===== config.mk =====
export PLATFORM = sky130hd
export DESIGN_NAME = cs_frame_pusher
export DESIGN_NICKNAME = d
export VERILOG_FILES = /design/src/rtl/cse_pkg.sv /design/src/rtl/cse_sp_select.sv /design/src/rtl/cse_slot_map.sv /design/src/rtl/cs_frame_pusher.sv
export SDC_FILE = /design/constraint.sdc
export NUM_CORES = 1
export LEC_CHECK = 0
export ABC_AREA = 1
export CAP_MARGIN = 20
export CORE_ASPECT_RATIO = 0.6
export CORE_MARGIN = 2
export CORE_UTILIZATION = 41
export DETAILED_ROUTE_END_ITERATION = 8
export PLACE_DENSITY = 0.65
export SLEW_MARGIN = 20
export SYNTH_ARGS = -nofsm -noshare
export SYNTH_HDL_FRONTEND = slang
export SYNTH_HIERARCHICAL = 1
export SYNTH_SLANG_ARGS = --single-unit

===== constraint.sdc =====
create_clock -name clk -period 4.8 [get_ports clk]
set_clock_uncertainty 0.15 [all_clocks]
set_input_delay 1.2 -clock clk [delete_from_list [all_inputs] [get_ports clk]]
set_output_delay 1.2 -clock clk [all_outputs]
set_load 0.02 [all_outputs]

===== src/rtl/cse_pkg.sv =====
package cse_pkg;

  // which stack pointer a sequence consumed
  typedef enum logic [1:0] {
    SPD_LIVE     = 2'd0,
    SPD_SEC_MAIN = 2'd1,
    SPD_SEC_PROC = 2'd2
  } sp_dest_e;

  typedef enum logic {
    PS_IDLE = 1'b0,
    PS_PUSH = 1'b1
  } push_state_e;

endpackage


===== src/rtl/cse_sp_select.sv =====
module cse_sp_select
  import cse_pkg::*;
#(
  parameter int AW = 32
) (
  input  logic          tail_i,
  input  logic          ret_thread_i,
  input  logic          ret_psp_i,
  input  logic [AW-1:0] cur_sp_i,
  input  logic [AW-1:0] sec_msp_i,
  input  logic [AW-1:0] sec_psp_i,
  output logic [AW-1:0] sp_o,
  output sp_dest_e      dest_o
);

  always_comb begin
    if (!tail_i) begin
      sp_o   = cur_sp_i;
      dest_o = SPD_LIVE;
    end else if (ret_thread_i && ret_psp_i) begin
      sp_o   = sec_psp_i;
      dest_o = SPD_SEC_PROC;
    end else begin
      sp_o   = sec_msp_i;
      dest_o = SPD_SEC_MAIN;
    end
  end

endmodule


===== src/rtl/cse_slot_map.sv =====
module cse_slot_map #(
  parameter int AW    = 32,
  parameter int DW    = 32,
  parameter int NREGS = 8,
  parameter int IW    = $clog2(NREGS + 1)
) (
  input  logic [AW-1:0]       base_i,
  input  logic [IW-1:0]       idx_i,
  input  logic [DW-1:0]       sig_i,
  input  logic [NREGS*DW-1:0] regs_i,
  output logic [AW-1:0]       addr_o,
  output logic [DW-1:0]       data_o
);

  localparam int WB    = DW / 8;
  localparam int NSLOT = NREGS + 1;

  // slot 0 is the signature; slot k holds register k-1 one word higher
  logic [DW-1:0] slot_data [NSLOT];
  logic [AW-1:0] offset;

  assign slot_data[0] = sig_i;
  for (genvar k = 1; k < NSLOT; k++) begin : g_slot
    assign slot_data[k] = regs_i[(k-1)*DW +: DW];
  end

  always_comb begin
    if (idx_i == '0) offset = '0;
    else             offset = AW'((int'(idx_i) + 1) * WB);
    addr_o = base_i + offset;
    data_o = (int'(idx_i) < NSLOT) ? slot_data[idx_i] : '0;
  end

endmodule


===== src/rtl/cs_frame_pusher.sv =====
module cs_frame_pusher
  import cse_pkg::*;
#(
  parameter int AW    = 32,
  parameter int DW    = 32,
  parameter int NREGS = 8
) (
  input  logic                clk,
  input  logic                rst,
  input  logic                start_i,
  input  logic                tail_i,
  input  logic                ret_thread_i,
  input  logic                ret_psp_i,
  input  logic [AW-1:0]       cur_sp_i,
  input  logic [AW-1:0]       sec_msp_i,
  input  logic [AW-1:0]       sec_psp_i,
  input  logic [NREGS*DW-1:0] regs_i,
  input  logic [DW-1:0]       sig_i,
  output logic                wr_valid_o,
  output logic [AW-1:0]       wr_addr_o,
  output logic [DW-1:0]       wr_data_o,
  input  logic                wr_ack_i,
  output logic                done_o,
  output logic [AW-1:0]       new_sp_o,
  output logic [1:0]          sp_dest_o
);

  localparam int WB          = DW / 8;
  localparam int NSLOT       = NREGS + 1;
  localparam int IW          = $clog2(NSLOT);
  localparam int FRAME_BYTES = (NREGS + 2) * WB;

  push_state_e         state_q;
  logic [IW-1:0]       idx_q, nidx;
  logic [AW-1:0]       base_q, sel_sp, map_base, slot_addr;
  logic [DW-1:0]       sig_q, map_sig, slot_data;
  logic [NREGS*DW-1:0] regs_q, map_regs;
  sp_dest_e            sel_dest, dest_q;
  logic                accept, last;

  cse_sp_select #(.AW(AW)) u_sel (
    .tail_i       (tail_i),
    .ret_thread_i (ret_thread_i),
    .ret_psp_i    (ret_psp_i),
    .cur_sp_i     (cur_sp_i),
    .sec_msp_i    (sec_msp_i),
    .sec_psp_i    (sec_psp_i),
    .sp_o         (sel_sp),
    .dest_o       (sel_dest)
  );

  cse_slot_map #(.AW(AW), .DW(DW), .NREGS(NREGS), .IW(IW)) u_map (
    .base_i (map_base),
    .idx_i  (nidx),
    .sig_i  (map_sig),
    .regs_i (map_regs),
    .addr_o (slot_addr),
    .data_o (slot_data)
  );

  // on acceptance the map sees live inputs, later it sees the captured copy
  always_comb begin
    accept   = (state_q == PS_IDLE) && start_i;
    last     = (idx_q == IW'(NSLOT - 1));
    nidx     = accept ? '0 : idx_q + 1'b1;
    map_base = accept ? sel_sp - AW'(FRAME_BYTES) : base_q;
    map_sig  = accept ? sig_i  : sig_q;
    map_regs = accept ? regs_i : regs_q;
  end

  always_ff @(posedge clk) begin
    if (rst) begin
      state_q    <= PS_IDLE;
      idx_q      <= '0;
      base_q     <= '0;
      sig_q      <= '0;
      regs_q     <= '0;
      dest_q     <= SPD_LIVE;
      wr_valid_o <= 1'b0;
      wr_addr_o  <= '0;
      wr_data_o  <= '0;
      done_o     <= 1'b0;
      new_sp_o   <= '0;
    end else begin
      done_o <= 1'b0;
      unique case (state_q)
        PS_IDLE: begin
          if (accept) begin
            state_q    <= PS_PUSH;
            idx_q      <= '0;
            base_q     <= map_base;
            sig_q      <= sig_i;
            regs_q     <= regs_i;
            dest_q     <= sel_dest;
            wr_valid_o <= 1'b1;
            wr_addr_o  <= slot_addr;
            wr_data_o  <= slot_data;
          end
        end
        PS_PUSH: begin
          if (wr_ack_i) begin
            if (last) begin
              state_q    <= PS_IDLE;
              wr_valid_o <= 1'b0;
              done_o     <= 1'b1;
              new_sp_o   <= base_q;
            end else begin
              idx_q     <= nidx;
              wr_addr_o <= slot_addr;
              wr_data_o <= slot_data;
            end
          end
        end
        default: state_q <= PS_IDLE;
      endcase
    end
  end

  assign sp_dest_o = dest_q;

endmodule


* After elaboration in Yosys (flattened, before gate mapping) *
Index checks and enable logic that the tools add are counted.

word-level totals
  register bits = 425
  latch bits = 0
  RAM bits = 0
  memory bits (read-only) = 0
  input bits = 391
  output and inout bits = 100
  logic and storage cells = 67
  memories kept = 0

cells by class
  add/sub/neg operators = 4
  multipliers = 0
  divide/modulo/power cells = 0
  magnitude comparators = 2
  equal/unequal tests = 5
  shifts and indexed selects = 0
  multiplexer cells = 34
  bitwise gates (word level) = 3
  reductions and logical operators = 8

operators by type and width
  kind                   count
  $mux 32                14
  $mux 256               1
  $bmux 32 s4            1
  $pmux 32 s2            2
  $add 32x32->32         1
  $sub 32x6->32 const B  1
  $mux 4                 4
  $reduce_and 3->1       3
  $pmux 4 s2             1
  $mux 1                 7
  $ne 2x2->1 const B     3
  $add 4x1->5 const B    1
  $ge 5x5->1 const B     1
  $not 4->5              1
  $add 4x1->4 const B    1
  $eq 4x4->1 const B     1
  $logic_not 4->1        1
  $lt 4x4->1 const B     1
  $mux 2                 2
  $pmux 1 s2             2
  $reduce_or 3->1        1
  $logic_and 1x1->1      2
  $ne 2x1->1 const B     1
  $not 1->1              2
  $reduce_and 2->1       1

* Logic depth before layout (Yosys ltp) *
Gate-level depths: netlist of run 1.

  depth after elaboration = 11
  gate-level depth with buffers = 27
  mapped depth without buffers = 25

* Modules after synthesis *
The synthesis of run 1 kept the hierarchy.

by module, submodules not included
  module           times used  cells each  area each (um2)  seq. area each (um2)
  cs_frame_pusher  1           2362        18014.8          8508.2
  cse_slot_map     1           842         3857.4           0.0
  cse_sp_select    1           153         915.9            0.0

* Worst setup path after synthesis of run 1 *
Ideal clock, no wire load.

  path kind = input to register
  from = input port start_i
  to = register wr_addr_o[10]
  library setup time = 0.116 ns
  arrival time = 4.226 ns
  data required time = 4.534 ns
  setup slack = 0.308 ns
  cell stages on the path = 23
  path buffers = 6
  path through = inv_1 > nor2_2 > buf_4 > buf_2 > buf_4 > nor2_1 > buf_4 > inv_2 > buf_6 > buf_2 > ha_1 > nand2_2 > nor2_1 > nor2_1 > ha_1 > fa_1 > nand2_1 > nand2_1 > nand3_1 > nand2_1 > xor2_1 > o21ai_0 > nor2_1

on the way
  longest elaborated chain between the ends = 8
  elaborated cells between the ends (all ways) = 13
  those cells by class = add/sub: 2; eq/ne: 1; mux: 7; reduce/logical: 3

RTL lines
  what                                            line                                    source
  start: declaration                              cs_frame_pusher.sv:10                   input logic start_i,
  $logic_and 1x1->1 (*)                           cs_frame_pusher.sv:63                   accept = (state_q == PS_IDLE) && start_i;
  $mux 4 (*)                                      cs_frame_pusher.sv:65                   nidx = accept ? '0 : idx_q + 1'b1;
  via nidx[1]                                     cs_frame_pusher.sv:34                   logic [IW-1:0] idx_q, nidx;
  $add 4x1->5 or $logic_not 4->1 (tied branches)  cse_slot_map.sv:29, cse_slot_map.sv:28
  $mux 32 (*)                                     cse_slot_map.sv:28                      if (idx_i == '0) offset = '0;
  $add 32x32->32 (*)                              cse_slot_map.sv:30                      addr_o = base_i + offset;
  via slot_addr[10]                               cs_frame_pusher.sv:35                   logic [AW-1:0] base_q, sel_sp, map_base, slot_addr;
  $mux 32                                         cs_frame_pusher.sv:102                  if (last) begin
  $mux 32                                         cs_frame_pusher.sv:101                  if (wr_ack_i) begin
  $pmux 32 s2 (*)                                 cs_frame_pusher.sv:86                   unique case (state_q)
  end signal: assignment                          cs_frame_pusher.sv:96                   wr_addr_o <= slot_addr;
  end signal: assignment                          cs_frame_pusher.sv:109                  wr_addr_o <= slot_addr;
  end: declaration                                cs_frame_pusher.sv:20                   output logic [AW-1:0] wr_addr_o,

The timed path passes the listed nets; every way through them passes the cells marked *. The select of a mux whose other input is x is not followed.
A chain may end at the register's enable or synchronous reset.

* Worst setup path in the final report of run 1 *
  from = input port ret_psp_i
  to = register wr_addr_o[30]

on the way
  longest elaborated chain between the ends = 9
  elaborated cells between the ends (all ways) = 10
  those cells by class = add/sub: 2; mux: 7; reduce/logical: 1

RTL lines
  what                   line                    source
  start: declaration     cs_frame_pusher.sv:13   input logic ret_psp_i,
  $logic_and 1x1->1 (*)  cse_sp_select.sv:20     end else if (ret_thread_i && ret_psp_i) begin
  $mux 32 (*)            cse_sp_select.sv:20
  $mux 32 (*)            cse_sp_select.sv:17     if (!tail_i) begin
  via sel_sp[6]          cs_frame_pusher.sv:35
  $sub 32x6->32 (*)      cs_frame_pusher.sv:66   map_base = accept ? sel_sp - AW'(FRAME_BYTES) : base_q;
  $mux 32 (*)            cs_frame_pusher.sv:66
  via map_base[13]       cs_frame_pusher.sv:35
  $add 32x32->32 (*)     cse_slot_map.sv:30
  via slot_addr[30]      cs_frame_pusher.sv:35
  $mux 32                cs_frame_pusher.sv:102
  $mux 32                cs_frame_pusher.sv:101
  $pmux 32 s2 (*)        cs_frame_pusher.sv:86

Marks and branches as above.

==> flow_metrics.env, run 1 <==
export IMPL_synth_edf_count=0
export IMPL_dpl_worst_slack_ps=-128.3
export IMPL_r2r_slack_ps=1340
export IMPL_fin_util_pct=54.89
export IMPL_post_route_drc_count=0
export IMPL_slew_violations=0
export IMPL_leakage_nw=13.23
export IMPL_dr_pass1_iters=6
export IMPL_startpoint_type="input port"
export IMPL_core_um2=54580
export IMPL_routabilityCongestion=0.9675
export IMPL_dieArea_um2=57540
export IMPL_rsz0062_at_grt="false"
export IMPL_cts_resized=0
export IMPL_grt_usage_pct=29.55
export IMPL_final_layout_size_suffix_gt1_share_pct=15.72
export IMPL_hold_class="flip-flop to flip-flop"
export IMPL_synth_main_ff_cell="dfxtp_1"
export IMPL_fin_crit_ps=4492
export IMPL_postRouteAntennaNets=0
export IMPL_post_cts_buffers=0
export IMPL_nets=4226
export IMPL_hold_path_depth=2
export IMPL_slew_headroom_pct=30.14
export IMPL_worstHoldEndpoint="new_sp_o[0]"
export IMPL_fin_cells=4606
export IMPL_cts_made_buffers=42
export IMPL_htree_levels=2
export IMPL_ys_async_sr_fraction_pct=0
export IMPL_arrival_ps=4790
export IMPL_fin_crit_sh_pct=93.58
export IMPL_start_util_pct=41.75
export IMPL_reg2reg_from="idx_q[0]"
export IMPL_setup_tns_ps=0
export IMPL_crit_required_ps=5100
export IMPL_synth_cells=3357
export IMPL_grt_max_degree=186
export IMPL_netlist_area_um2=22790
export IMPL_root_buffer="clkbuf_16"
export IMPL_syn_nets=3759
export IMPL_avgSynthCellArea_um2=6.788
export IMPL_setup_violations=0
export IMPL_drt_iter0_drc=2432
export IMPL_post_drt_wl_per_cell_um=19.05
export IMPL_cts_sinks=425
export IMPL_die_y_um=186.6
export IMPL_ys_warn_count=6
export IMPL_hold_start="base_q[0]"
export IMPL_overflow=0
export IMPL_rows=66
export IMPL_viasPerCell=5.058
export IMPL_grt_pass1_wl_um=131000
export IMPL_antenna_found_initial=5
export IMPL_portBuffers=490
export IMPL_fmax_ghz=0.2226
export IMPL_clockBufferDepth=3
export IMPL_ys_ff_latch=425
export IMPL_ir_drop_mv=0.2208
export IMPL_reg2reg_depth=19
export IMPL_ios=491
export IMPL_ys_seq_area_share_pct=37.34
export IMPL_worst_slew_pin_transition_ps=1048
export IMPL_holdWs_ps=281.7
export IMPL_cp_end_kind="flip-flop"
export IMPL_final_hold_violation_count=0
export IMPL_placed_cells=4527
export IMPL_vias=23300
export IMPL_fp_dieW_um=308.4
export IMPL_hold_buffers=0
export IMPL_cp_max_fo=15
export IMPL_power_density_nw_per_um2=326.0
export IMPL_status="completed"
export IMPL_p_total_mw=9.766
export IMPL_cts_tree="yes"
export IMPL_dp_hpwl_um=64420
export IMPL_maxCapViolations=0
export IMPL_design_area_um2=29960
export IMPL_clkTransAtPathRegs_ps=60
export IMPL_first_global_vias=21410
export IMPL_fin_ws_ps=308.0
export IMPL_clock_latency_ps=560
export IMPL_totalWireLength_um=87730
export IMPL_synthToLayoutAreaGrowth_pct=31.47
export IMPL_reg2reg_to="wr_addr_o[12]"
export IMPL_dpl_cell_area_um2=28510
export IMPL_path_class="input port to flip-flop"
export IMPL_synth_cell_types=38
## cell families (layout without fill, tap and decap cells)
group	count (synthesis)	count (layout)	share of synthesized area (%)
flip-flops	425	425	37.34
other	0	4	0
AO/OA/AOI/OAI	532	532	14.51
buffers and inverters	335	832	8.598
AND/OR/NAND/NOR	2032	2032	38.08
XOR/XNOR	22	22	0.8456
adder cells (fa/ha/maj)	11	11	0.6369
## sequential cells by signal, indices dropped and copies added (netlist names), 2 cells and up
signal and flops:
wr_addr_o 32, sp_dest_o 2, regs_q 256, base_q 32, idx_q 4, new_sp_o 32, wr_data_o 32, sig_q 32
## routing by layer
layer	vias up	GRT usage, %	share of wire, %
li1	11690	-	-
met1	10590	44.19	47
met2	914	41.09	40
met3	101	8.495	11
met4	0	7.129	2.3
met5	-	0	0
## power breakdown
part           switching, mW  leakage [nW]  total, mW  internal, mW
Sequential             0.105          3.49       3.86          3.76
Clock                   1.50         0.695       3.45          1.95
Combinational           1.47          9.05       2.45         0.986
## worst max-delay path by stage
| stage | from | to | depth (start not counted) |
|---|---|---|---|
| floorplan | start_i | wr_addr_o[10] | 23 |
| global placement | ret_psp_i | wr_addr_o[30] | 20 |
| detailed placement | ret_psp_i | wr_addr_o[30] | 20 |
| CTS | ret_psp_i | wr_addr_o[30] | 20 |
| global route | ret_psp_i | wr_addr_o[24] | 24 |
| finish | ret_psp_i | wr_addr_o[30] | 20 |
## critical path, cell delays in order
cell	delay, ps
clkdlybuf4s50_1	650
nand2_8	160
nand3_1	100
nand3_1	90
nor2_1	250
buf_4	160
nand3_1	120
nor2_1	270
xor2_2	350
nand2_1	130
nand2_1	160
nand2_1	90
nor2_1	210
nand2_1	170
nor2_1	230
nand3_1	100
nand2_1	70
nand2_1	40
o21ai_0	150
nor2_1	60
## final cells by class
| cell class | count | area (µm²) |
|---|---|---|
| flip-flops and latches | 425 | 8508 |
| repair buffers | 640 | 6289 |
| multi-input cells | 2597 | 12360 |
| fillers | 5346 | 24620 |
| diodes | 4 | 10.01 |
| clock inverters | 14 | 180.2 |
| clock buffers | 60 | 1229 |
| inverters | 118 | 452.9 |
| well taps | 748 | 935.9 |
## cells in the mapped netlist, types with 35 or more instances
master    instances  area (µm²)
o21ai_0         165       825.8
nand2_1        1087        4080
nand3_1         234        1171
dfxtp_1         425        8508
nor2_1          436        1637
inv_1           110       412.9
buf_2            60       300.3
nand4_1          43       269.0
a21oi_2         158        1384
clkbuf_1         78       292.8
nand2_2         183        1145
a21oi_1         155       775.7
o21ai_1          35       175.2
## layout by cell type (no fill, tap or decap), types with 2 or more instances in the layout
cell	instances
bufinv_16	3
clkdlybuf4s50_1	488
nor2_4	5
clkbuf_16	42
xnor2_1	9
a21oi_2	158
clkbuf_1	7
nand2_2	183
buf_12	19
xor2_1	12
inv_2	6
nand4_1	43
dfxtp_1	425
clkbuf_8	11
diode_2	4
o21ai_1	35
nor2_1	433
nand3b_1	11
a21oi_1	155
nor3_1	2
nand2_1	1087
nor2_2	4
o211ai_1	18
or2_2	19
buf_4	130
o21ai_0	165
inv_1	109
clkinv_2	9
nand3_1	234
ha_1	10
nand3_2	6
(Power assumes the default switching activity.)
==> run 2: changes to the inputs <==
SKIP_CTS_REPAIR_TIMING = 1   (was not set)
==> results of run 2 <==
Final layout, timing and power as in run 1 (identical DEF).
